## src/rtl/sof_cap_pkg.sv

```systemverilog
`timescale 1ns/100ps
package sof_cap_pkg;
  localparam int BYTE_W    = 8;
  localparam int FRAME_W   = 11;
  localparam int CHK_W     = 5;
  localparam int NIB_W     = BYTE_W / 2;
  localparam logic [NIB_W-1:0] PID_SOF = 4'b0101;
  localparam logic [CHK_W-1:0] CHK_POLY   = 5'b00101;
  localparam logic [CHK_W-1:0] CHK_SEED   = 5'b11111;
  localparam logic [CHK_W-1:0] CHK_RESID  = 5'b01100;
  localparam int HI_GOOD_BIT = 5;
  localparam int HI_BAD_BIT  = 4;

  typedef enum logic [1:0] {
    PS_PID   = 2'd0,
    PS_LO    = 2'd1,
    PS_HI    = 2'd2,
    PS_DRAIN = 2'd3
  } parse_st_e;
endpackage

```

## src/rtl/sof_token_parser.sv

```systemverilog
`timescale 1ns/100ps
module sof_token_parser
  import sof_cap_pkg::*;
#(
  parameter int B_W = BYTE_W,
  parameter logic [B_W/2-1:0] SOF_CODE = PID_SOF
) (
  input  logic             clk,
  input  logic             rst,
  input  logic             rx_active,
  input  logic             rx_valid,
  input  logic [B_W-1:0]   rx_data,
  output logic             pid_hit,
  output logic             word_done,
  output logic [2*B_W-1:0] word
);
  localparam int H_W = B_W / 2;

  parse_st_e       st_q;
  logic [B_W-1:0]  lo_q;
  logic            take;
  logic            pid_form_ok;
  logic            pid_is_sof;

  assign take        = rx_active && rx_valid;
  assign pid_form_ok = (rx_data[B_W-1:H_W] == ~rx_data[H_W-1:0]);
  assign pid_is_sof  = pid_form_ok && (rx_data[H_W-1:0] == SOF_CODE);

  always_ff @(posedge clk) begin
    if (rst || !rx_active) begin
      st_q <= PS_PID;
    end else if (rx_valid) begin
      case (st_q)
        PS_PID:  st_q <= pid_is_sof ? PS_LO : PS_DRAIN;
        PS_LO:   st_q <= PS_HI;
        PS_HI:   st_q <= PS_DRAIN;
        default: st_q <= PS_DRAIN;
      endcase
    end
  end

  always_ff @(posedge clk) begin
    if (rst) begin
      lo_q <= '0;
    end else if (take && st_q == PS_LO) begin
      lo_q <= rx_data;
    end
  end

  assign pid_hit   = take && (st_q == PS_PID) && pid_is_sof;
  assign word_done = take && (st_q == PS_HI);
  assign word      = {rx_data, lo_q};
endmodule

```

## src/rtl/sof_crc_residual.sv

```systemverilog
`timescale 1ns/100ps
module sof_crc_residual #(
  parameter int LEN = 16,
  parameter int W   = 5,
  parameter logic [W-1:0] POLY = 5'b00101,
  parameter logic [W-1:0] SEED = 5'b11111
) (
  input  logic [LEN-1:0] bits,
  output logic [W-1:0]   rem
);
  for (genvar i = 0; i < LEN; i++) begin : g_step
    logic [W-1:0] cur;
    logic [W-1:0] nxt;
    logic         fb;
    if (i == 0) begin : g_first
      assign cur = SEED;
    end else begin : g_rest
      assign cur = g_step[i-1].nxt;
    end
    assign fb  = bits[i] ^ cur[W-1];
    assign nxt = {cur[W-2:0], 1'b0} ^ (fb ? POLY : '0);
  end

  assign rem = g_step[LEN-1].nxt;
endmodule

```

## src/rtl/sof_status_regs.sv

```systemverilog
`timescale 1ns/100ps
module sof_status_regs
  import sof_cap_pkg::*;
#(
  parameter int B_W   = BYTE_W,
  parameter int F_W   = FRAME_W,
  parameter int GOOD_BIT = HI_GOOD_BIT,
  parameter int BAD_BIT  = HI_BAD_BIT
) (
  input  logic           clk,
  input  logic           rst,
  input  logic           pid_hit,
  input  logic           word_done,
  input  logic [F_W-1:0] frame,
  input  logic           chk_good,
  input  logic           irq_en,
  input  logic           irq_clr,
  output logic [B_W-1:0] frame_lo,
  output logic [B_W-1:0] frame_hi,
  output logic           irq_pending,
  output logic           irq
);
  localparam int UP_W = F_W - B_W;

  logic [B_W-1:0]  lo_q;
  logic [UP_W-1:0] up_q;
  logic            good_q;
  logic            bad_q;
  logic            flag_q;
  logic            irq_q;
  logic            flag_d;

  assign flag_d = pid_hit || (flag_q && !irq_clr);

  always_ff @(posedge clk) begin
    if (rst) begin
      lo_q   <= '0;
      up_q   <= '0;
      good_q <= 1'b0;
      bad_q  <= 1'b0;
    end else if (word_done) begin
      lo_q   <= frame[B_W-1:0];
      up_q   <= frame[F_W-1:B_W];
      good_q <= chk_good;
      bad_q  <= !chk_good;
    end
  end

  always_ff @(posedge clk) begin
    if (rst) begin
      flag_q <= 1'b0;
      irq_q  <= 1'b0;
    end else begin
      flag_q <= flag_d;
      irq_q  <= flag_d && irq_en;
    end
  end

  for (genvar b = 0; b < B_W; b++) begin : g_hi
    if (b < UP_W) begin : g_num
      assign frame_hi[b] = up_q[b];
    end else if (b == GOOD_BIT) begin : g_good
      assign frame_hi[b] = good_q;
    end else if (b == BAD_BIT) begin : g_bad
      assign frame_hi[b] = bad_q;
    end else begin : g_zero
      assign frame_hi[b] = 1'b0;
    end
  end

  assign frame_lo    = lo_q;
  assign irq_pending = flag_q;
  assign irq         = irq_q;
endmodule

```

## src/rtl/sof_frame_capture.sv

```systemverilog
`timescale 1ns/100ps
module sof_frame_capture
  import sof_cap_pkg::*;
#(
  parameter int B_W = BYTE_W,
  parameter int C_W = CHK_W
) (
  input  logic           clk,
  input  logic           rst,
  input  logic           rx_active,
  input  logic           rx_valid,
  input  logic [B_W-1:0] rx_data,
  input  logic           irq_en,
  input  logic           irq_clr,
  output logic [B_W-1:0] frame_lo,
  output logic [B_W-1:0] frame_hi,
  output logic           irq_pending,
  output logic           irq
);
  localparam int WORD_W = 2 * B_W;
  localparam int F_W    = WORD_W - C_W;

  logic              sof_pid_hit;
  logic              sof_word_done;
  logic [WORD_W-1:0] sof_word;
  logic [C_W-1:0]    sof_rem;
  logic              sof_chk_good;

  sof_token_parser #(.B_W(B_W), .SOF_CODE(PID_SOF)) u_parser (
    .clk       (clk),
    .rst       (rst),
    .rx_active (rx_active),
    .rx_valid  (rx_valid),
    .rx_data   (rx_data),
    .pid_hit   (sof_pid_hit),
    .word_done (sof_word_done),
    .word      (sof_word)
  );

  sof_crc_residual #(.LEN(WORD_W), .W(C_W), .POLY(CHK_POLY), .SEED(CHK_SEED)) u_crc (
    .bits (sof_word),
    .rem  (sof_rem)
  );

  assign sof_chk_good = (sof_rem == CHK_RESID);

  sof_status_regs #(.B_W(B_W), .F_W(F_W), .GOOD_BIT(HI_GOOD_BIT), .BAD_BIT(HI_BAD_BIT)) u_regs (
    .clk         (clk),
    .rst         (rst),
    .pid_hit     (sof_pid_hit),
    .word_done   (sof_word_done),
    .frame       (sof_word[F_W-1:0]),
    .chk_good    (sof_chk_good),
    .irq_en      (irq_en),
    .irq_clr     (irq_clr),
    .frame_lo    (frame_lo),
    .frame_hi    (frame_hi),
    .irq_pending (irq_pending),
    .irq         (irq)
  );
endmodule

```

## config.mk

```make
export PLATFORM = sky130hd
export DESIGN_NAME = sof_frame_capture
export DESIGN_NICKNAME = d
export VERILOG_FILES = /design/src/rtl/sof_cap_pkg.sv /design/src/rtl/sof_token_parser.sv /design/src/rtl/sof_crc_residual.sv /design/src/rtl/sof_status_regs.sv /design/src/rtl/sof_frame_capture.sv
export SDC_FILE = /design/constraint.sdc
export NUM_CORES = 1
export LEC_CHECK = 0
export BUFFER_PORTS_ARGS = -buffer_cell sky130_fd_sc_hd__buf_2
export CORE_MARGIN = 2
export CORE_UTILIZATION = 51
export CTS_BUF_LIST = sky130_fd_sc_hd__clkbuf_16
export DETAILED_ROUTE_END_ITERATION = 10
export GPL_ROUTABILITY_DRIVEN = 0
export PLACE_DENSITY = 0.83
export SETUP_SLACK_MARGIN = 0.2
export SYNTH_ARGS = -nofsm -noshare
export SYNTH_HDL_FRONTEND = slang
export SYNTH_SLANG_ARGS = --single-unit
export TNS_END_PERCENT = 1
```

## constraint.sdc

```tcl
create_clock -name clk -period 2.25 [get_ports clk]
set_clock_uncertainty 0.15 [all_clocks]
set_input_delay 0 -clock clk [delete_from_list [all_inputs] [get_ports clk]]
set_output_delay 0 -clock clk [all_outputs]
set_load 0.1 [all_outputs]
```

After elaboration in Yosys (flattened, before gate mapping). Cells that the tools add are included.

Bits in registers: 25. Bits of input ports: 14. Logic and storage cells: 77. Output and inout bits: 18.

Bitwise gates (word level): 32. Multiplexer cells: 18. Equal/unequal tests: 5. Reductions and logical operators: 14.

Operator list (number): 5-bit bitwise XOR (15); 3-bit 2-to-1 mux (16); 1-bit bitwise XOR (15); 1-bit logical AND (8); 4-bit inverter (2); 5-bit by 4-bit equality test with 1-bit output (second input constant) (1); 4-bit by 3-bit equality test with 1-bit output (second input constant) (1); 4-bit equality test (1); 2-bit one-hot mux with 2 select lines (1); 1-bit zero test (3); 2-bit by 1-bit equality test with 1-bit output (second input constant) (1); 2-bit equality test (second input constant) (1); 2-bit zero test (1); 1-bit logical OR (2); 2-bit 2-to-1 mux (1).

Depth between registers and ports, before layout. Gate-level depths: netlist (run 1).

Word-level depth: 49. Depth in mapped cells: 5. Depth with buffers taken out: 5.

Hierarchy. A second synthesis (run 1) with hierarchy kept.

Cells, all modules: 141. Area, all modules: 1367.6 um^2.

By module, submodules not included: sof_status_regs (seq. area each 300.3 um^2, cells each 55, area each 585.6 um^2, instances 1); sof_token_parser (seq. area each 200.2 um^2, cells each 58, area each 462.9 um^2, instances 1); sof_crc_residual (seq. area each 0.0 um^2, cells each 26, area each 302.8 um^2, instances 1); sof_frame_capture (seq. area each 0.0 um^2, cells each 2, area each 16.3 um^2, instances 1).

Worst setup path before layout (run 1). Ideal clock, no wire load.

Path type: reg-to-reg. Start point: reg u_parser.lo_q[3]. End point: reg u_regs.bad_q. Data arrival time: 1.527 ns. Path buffers: 0. Setup time: 0.137 ns. Data required time: 1.963 ns. Clock period less this slack: 1.813 ns. Cell stages (with the launch flop): 6. Path slack: 0.437 ns. Cells stage by stage: dfxtp_1 -> xnor2_1 -> xor3_1 -> or3_1 -> a21oi_2 -> a41oi_1.

Word-level cells in the longest chain between the ends: 25. Elaborated cells between the ends (all ways): 33. Those cells by class: eq/ne (1); mux (9); bitwise (22); reduce/logical (1).

Ends and longest elaborated chain: from (decl) (line sof_token_parser.sv:20) `logic [B_W-1:0] lo_q;`; from (signal assigned) (line sof_token_parser.sv:46) `lo_q <= rx_data;`; 1-bit bitwise XOR * (line sof_crc_residual.sv:20) `assign fb = bits[i] ^ cur[W-1];`; 3-bit 2-to-1 mux * (line sof_crc_residual.sv:21) `assign nxt = {cur[W-2:0], 1'b0} ^ (fb ? POLY : '0);`; 5-bit bitwise XOR * (3 in series) (line sof_crc_residual.sv:21); 1-bit bitwise XOR (line sof_crc_residual.sv:20); 3-bit 2-to-1 mux (line sof_crc_residual.sv:21); 5-bit bitwise XOR * (3 in series) (line sof_crc_residual.sv:21); 1-bit bitwise XOR (line sof_crc_residual.sv:20); 3-bit 2-to-1 mux (line sof_crc_residual.sv:21); 5-bit bitwise XOR * (3 in series) (line sof_crc_residual.sv:21); 1-bit bitwise XOR (line sof_crc_residual.sv:20); 3-bit 2-to-1 mux (line sof_crc_residual.sv:21); 5-bit bitwise XOR * (3 in series) (line sof_crc_residual.sv:21); 1-bit bitwise XOR (line sof_crc_residual.sv:20); 3-bit 2-to-1 mux (line sof_crc_residual.sv:21); 5-bit bitwise XOR * (line sof_crc_residual.sv:21); 5-bit by 4-bit equality test with 1-bit output * (line sof_frame_capture.sv:45) `assign sof_chk_good = (sof_rem == CHK_RESID);`; 1-bit zero test * (line sof_status_regs.sv:45) `bad_q <= !chk_good;`; to (signal assigned) (line sof_status_regs.sv:45); to (decl) (line sof_status_regs.sv:28) `logic bad_q;`.

Every way passes the cells marked *; elsewhere a longest branch is shown, timed or not. A chain may end at the register's enable or synchronous reset.

Worst setup path after layout (run 1).
Start point: reg u_parser.lo_q[2]. End point: reg u_regs.bad_q.

Word-level cells in the longest chain between the ends: 26. Elaborated cells between the ends (all ways): 36. Those cells by class: eq/ne (1); mux (10); bitwise (24); reduce/logical (1).

Ends and longest elaborated chain (line): 1-bit bitwise XOR * (sof_crc_residual.sv:20); 3-bit 2-to-1 mux * (sof_crc_residual.sv:21); 5-bit bitwise XOR * (3 in series) (sof_crc_residual.sv:21); 1-bit bitwise XOR (sof_crc_residual.sv:20); 3-bit 2-to-1 mux (sof_crc_residual.sv:21); 5-bit bitwise XOR * (3 in series) (sof_crc_residual.sv:21); 1-bit bitwise XOR (sof_crc_residual.sv:20); 3-bit 2-to-1 mux (sof_crc_residual.sv:21); 5-bit bitwise XOR * (3 in series) (sof_crc_residual.sv:21); 1-bit bitwise XOR (sof_crc_residual.sv:20); 3-bit 2-to-1 mux (sof_crc_residual.sv:21); 5-bit bitwise XOR * (3 in series) (sof_crc_residual.sv:21); 1-bit bitwise XOR (sof_crc_residual.sv:20); 3-bit 2-to-1 mux (sof_crc_residual.sv:21); 5-bit bitwise XOR * (2 in series) (sof_crc_residual.sv:21); 5-bit by 4-bit equality test with 1-bit output * (sof_frame_capture.sv:45); 1-bit zero test * (sof_status_regs.sv:45).

Marked as above.

==> metrics.txt, run 1 <==
Unique masters post-synth 32; Port Buf Inserts 28; remaining antenna violation count 0; cell total after placement between 150 and 200; GRT met3 Usage between 3 and 4%; asr flop ratio synth 0%; multi-input logic area 664.4 sq um; worst path bufs/invs 0; Crit path arrival time 1.94 ns; GRT met1 Usage 29.04%; Synth Flop Type dfxtp_1; die area 0.002754 sq mm; Max IR drop VDD 482.8 uV; status finished, final reports clean; Fmax achieved slightly above 0.5 GHz; average vias per placed instance approximately 5.3; 1st-pass router iterations 4; first-pass GRT wire length between 4000 and 5000 um; cell row count 17; Synth-to-Final Area Change 29.02%; WHS Endpoint u_regs.frame_lo[7]; Starting Density a little over half; GRT overflow 0; CTS Buffer Depth 2; total negative setup slack 0 ns; Synth Register Bits 25; post-synthesis cell count between 100 and 150; endpoints failing hold 0; vias in the first global route ~1,000; Hold WS 0.01969 ns; crit start category flop; worst hold path type input pin to flop; Post-Route WL a little under 3000 um; warnings from Yosys 0; met2 Use GR approximately two fifths; post-DP HPWL about 1900 um; Die Span X between 50 and 60 um; worst slew pin tran 0.5131 ns; Clk pin slew, worst setup/hold paths about 0.060 ns; reg-to-reg endpoint u_regs.bad_q; ratio of cells with drive above 1 in the final layout 20.79%; Placed Area 0.001325 sq mm; Slew Limit Fails 0; Final setup viols 0; Avg Inst Size Synth approximately 8.5 sq um; HP Start rst; maximum number of pins on one net before global-route repair 25; most common cell after layout, fill and taps aside nand2_1; Root Driver clkbuf_16; worst-path fanout max 4; Reg2Reg Depth 5; mapped cell area between 0.001 and 0.0015 sq mm; leakage a little under 0.7 nW; fin cells between 200 and 250; Pwr per Cell Area ~630 mW/mm^2; minimum clock period 1.965 ns; total CTS buffers 3; vias approximately 1,100; Final period util around 87%; Worst path slowest cell xnor3_1; H-tree levels 1; crit-path leading delay family XOR/XNOR gates; clock sinks 25; RSZ-0062 raised after global routing no; reg-to-reg slack, setup 0.28 ns; WS Path Type flop to flop; All-Layer GR Usage a little under a quarter; most frequent cells in the layout nand2_1, buf_2, dfxtp_1, a21oi_1, dlygate4sd3_1; core area roughly 0.0022 sq mm; fin nets roughly 190; Post-synth EDFFs 0; worst endpoint required time approximately 2.2 ns; Crit path largest cell delay around 0.43 ns; drc violations 0; Die H 52.48 um; sequential share of the synthesized area 41.75%; Final Cell Area between 0.0015 and 0.002 sq mm; GRT busiest layer met2; Worst-Skew Late Latency between 0.2 and 0.3 ns; worst hold stages 2; register area 500.5 sq um; number of diodes 0; relative slew slack between 60% and 70%; CP Cell Sequence xnor3_1 -> xor2_1 -> or3_1 -> a21oi_2 -> a41oi_1; initial antenna violation count 0; # fillers 181; IO Count 32; Wirelength per Cell approximately 14 um; Max Cap Viol 0; Reg2Reg Launch Point u_parser.lo_q[2]; drt initial violations 30; CTS tree built; Crit. End Element flop
-- area by class of cell --
| type | instances | share of cell area (%) |
|---|---|---|
| timing repair buffer | 41 | 17.31 |
| multi-input combinational | 108 | 42.96 |
| tap | 28 | 2.265 |
| clock inverter | 1 | 0.2427 |
| clock buffer | 3 | 4.854 |
| sequential | 25 | 32.36 |
-- stage by stage --
stage / util, % / power [mW] / setup slack [ns]
6_report: 69.91 / 0.9681 / 0.2849
5_1_grt: 69.91 / 1.003 / 0.1808
2_1_floorplan: - / 0.5485 / 0.4367
3_5_place_dp: 59.90 / 0.5754 / 0.2705
3_3_place_gp: 59.90 / 0.5716 / 0.3720
4_1_cts: 68.89 / 0.9662 / 0.2394
-- report_power, final --
group          total (mW)  switching (mW)  internal (mW)
clock network       0.382           0.145          0.237
registers           0.453         0.00518          0.448
logic               0.133          0.0814         0.0518
total               0.968           0.231          0.737
-- layer usage --
layer  routed length [um]  up-vias  share of wire [%]
met5                    0        -                  0
met3                  133        6                4.6
met2                 1504       43                 52
met1                 1215      508                 42
li1                     -      542                  -
met4                   46        0                1.6
-- logic make-up after synthesis --
group | count (synthesis) | share of synthesized area (%)
buf+inv | 10 | 4.697
compound gates | 30 | 13.99
xor+xnor | 13 | 14.20
other cells | 1 | 0.3129
flops | 25 | 41.75
simple gates | 61 | 24.22
mux | 1 | 0.8351
-- worst max path at each step --
stage / from / to / slack (ns) / cells past startpoint
after floorplan: u_parser.lo_q[3] / u_regs.bad_q / 0.44 / 5
after global placement: u_parser.lo_q[3] / u_regs.bad_q / 0.37 / 5
after CTS: u_parser.lo_q[3] / u_regs.bad_q / 0.24 / 5
after detailed placement: u_parser.lo_q[3] / u_regs.bad_q / 0.27 / 5
after global routing: rx_data[6] / u_regs.irq_pending / 0.18 / 7
final: u_parser.lo_q[2] / u_regs.bad_q / 0.28 / 5
-- synth_stat cells, types with 2 or more instances --
| master | instances | share of area, % |
|---|---|---|
| a21oi_1 | 22 | 9.2 |
| buf_4 | 5 | 3.1 |
| clkbuf_1 | 4 | 1.3 |
| dfxtp_1 | 25 | 42 |
| nand2_1 | 40 | 13 |
| nand3_1 | 2 | 0.84 |
| nor2_1 | 2 | 0.63 |
| nor2b_1 | 5 | 2.6 |
| nor3_1 | 2 | 0.84 |
| o21ai_0 | 3 | 1.3 |
| xnor2_1 | 7 | 5.1 |
| xnor3_1 | 3 | 5.6 |
| xor2_1 | 2 | 1.5 |
-- flip-flops by register name, summed over array words and instances, names as in the netlist --
signal	flops
u_regs.bad_q	1
u_regs.irq_pending	1
u_regs.irq	1
u_regs.up_q	3
u_parser.st_q	2
u_parser.lo_q	8
u_regs.good_q	1
u_regs.frame_lo	8
-- what timing repair did --
action                                  in CTS  in global routing
resized for setup                            0                  2
endpoints found under the hold margin       15                  0
buffers inserted                             0                  1
endpoints found under the setup margin       0                  2
hold buffers                                12                  0
Note: power is estimated with default switching activity, not from simulation.
==> run 2: changes to the inputs <==
ABC_AREA = 1   (was not set)
CORE_UTILIZATION = 52   (was 51)
==> run 2 against run 1 <==
Against the previous run:
- setup slack gained 0.020 ns
- critical endpoint is now u_regs.irq
- critical path depth rose by 3
- critical path type unchanged
- maximum frequency is 1.0% higher
- final cell count increased by 36%
- largest power group unchanged
- non-clock buffer count increased by 5
- sequential share of layout area down 3.9 points
==> metrics.txt, run 2 <==
status finished, final reports clean; DP Worst Slack 0.6424 ns; Wirelength per Cell around 12 um; post-synthesis cell count ~210; Synth-to-Final Area Change 29.80%; CTS tree built; cell row count 18; worst endpoint required time between 2 and 2.5 ns; Synth top area share 36.90%; Slew Limit Fails 0; # fillers ~210; vias 1,410; warnings from Yosys 0; Top Metal Used met4; Post-synth EDFFs 0; core area 0.002477 sq mm; RSZ-0062 raised after global routing yes; Worst-Skew Late Latency between 0.2 and 0.3 ns; 1st-pass router iterations 6; top cells by count, synth nand2_1, dfxtp_1, inv_1; IO Count 32; most common cell after layout, fill and taps aside nand2_1; endpoints failing hold 0; drt initial violations 38; mapped cell area ~0.0014 sq mm; asr flop ratio synth 0%; Die Span X around 55 um; CTS Buffer Depth 2; leakage 0.9021 nW; ratio of cells with drive above 1 in the final layout approximately 22%; postcts setup bufs 0; Synth area leaders dfxtp_1, nand2_1, a21oi_1; Starting Density 54.75%; Synth Flop Type dfxtp_1; Post-Route WL about 3300 um; initial antenna violation count 0; Synth area leader dfxtp_1; Final period util between 80 and 90%; Fmax achieved about 0.51 GHz; worst hold path type input pin to flop; met2 wire length 1595 um; Clk pin slew, worst setup/hold paths 0.07 ns; first-pass GRT wire length 5016 um; met3 WL 150 um; WS Path Type flop to flop; sequential share of the synthesized area a little under two fifths; Crit. End Element flop; average vias per placed instance 5.018; worst-path fanout max 3; Unique masters post-synth 26; Max IR drop VDD 573.1 uV; Root Driver clkbuf_16; total CTS buffers 3; min setup slack post-route a little over 0.3 ns; Final setup viols 0; total negative setup slack 0 ns; All-Layer GR Usage about a quarter; Crit path arrival time between 2 and 2.5 ns; GRT overflow 0; Avg Inst Size Synth about 6.5 sq um; maximum number of pins on one net before global-route repair 21; Met1 Wirelength 1498 um; remaining antenna violation count 0; Port Buf Inserts 28; minimum clock period ~2 ns; crit start category flop; fin nets 266; most frequent cell after synthesis nand2_1; die area 0.003033 sq mm; number of diodes 0; clock sinks 25; Pwr per Cell Area 613.7 mW/mm^2; post-DP HPWL ~2200 um; Synth Register Bits 25; most frequent cells in the layout nand2_1, buf_2, dfxtp_1, inv_1; drc violations 0; Max Cap Viol 0; H-tree levels 1; Die H 55.07 um; vias in the first global route around 1,200
## run 2: worst paths after layout
kind	start	endpoint	slack, ns	cells after the start
setup / recovery	u_parser.st_q[1]	u_regs.irq	0.30	8
hold / removal	rx_data[4]	u_parser.st_q[1]	0.09	5
setup reg to reg	u_parser.st_q[1]	u_regs.irq	0.30	8
hold reg to reg	u_regs.good_q	u_regs.good_q	0.34	2
## run 2: cell type report
cell class                 count  area [sq um]  share of cell area, %
multi-input combinational    147         711.9                  40.44
sequential                    25         500.5                  28.43
timing repair buffer          46         315.3                  17.91
inverter                      29         112.6                  6.397
clock buffer                   3         75.07                  4.264
tap                           30         37.54                  2.132
clock inverter                 1         7.507                 0.4264
## run 2: metrics by stage
stage	std cells	cell area, sq um	power, mW	hold slack (ns)	util (%)
2_1_floorplan	211	1364	0.6195	-0.08756	-
3_3_place_gp	261	1499	0.6528	0.07085	60.51
3_5_place_dp	261	1499	0.6548	0.08007	60.51
4_1_cts	281	1742	1.079	0.04485	70.30
5_1_grt	281	1760	1.117	0.1322	71.06
6_report	281	1760	1.080	0.09222	71.06
## run 2: worst max-delay path, cell delays in order, from the launching register on
cell	delay (ns)
dfxtp_1	0.33
inv_1	0.14
nand4_1	0.16
nor4_4	0.21
nand3_1	0.10
o21ai_0	0.11
nand2_1	0.09
nor2_1	0.08
dlygate4sd3_1	0.54
## run 2: power by group
group / leakage [nW] / switching [mW] / internal [mW]
registers: 0.202 / 0.00807 / 0.453
clock network: 0.0371 / 0.168 / 0.242
logic: 0.663 / 0.147 / 0.0626
total: 0.902 / 0.323 / 0.757
## run 2: routing by layer
layer | up-vias | GRT usage, %
li1 | 744 | -
met1 | 611 | 28.86
met2 | 46 | 40.28
met3 | 9 | 3.495
met4 | 0 | 10.98
met5 | - | 0
## run 2: logic make-up (layout without fill, tap and decap cells)
family | count (synthesis) | count (layout) | share of synthesized area, %
other | 1 | 3 | 0.2765
xor gates and xnor gates | 1 | 1 | 0.6459
buffers and inverters | 39 | 79 | 12.27
and+or+nand+nor | 100 | 100 | 33.49
AOI/OAI and AO/OA | 43 | 43 | 16.42
DFF | 25 | 25 | 36.90
## run 2: repair_timing
item | 4_1_cts | 5_1_grt
gates resized for setup | 0 | 3
hold buffers | 16 | 0
endpoints found under the hold margin | 17 | 0
endpoints found under the setup margin | 0 | 3
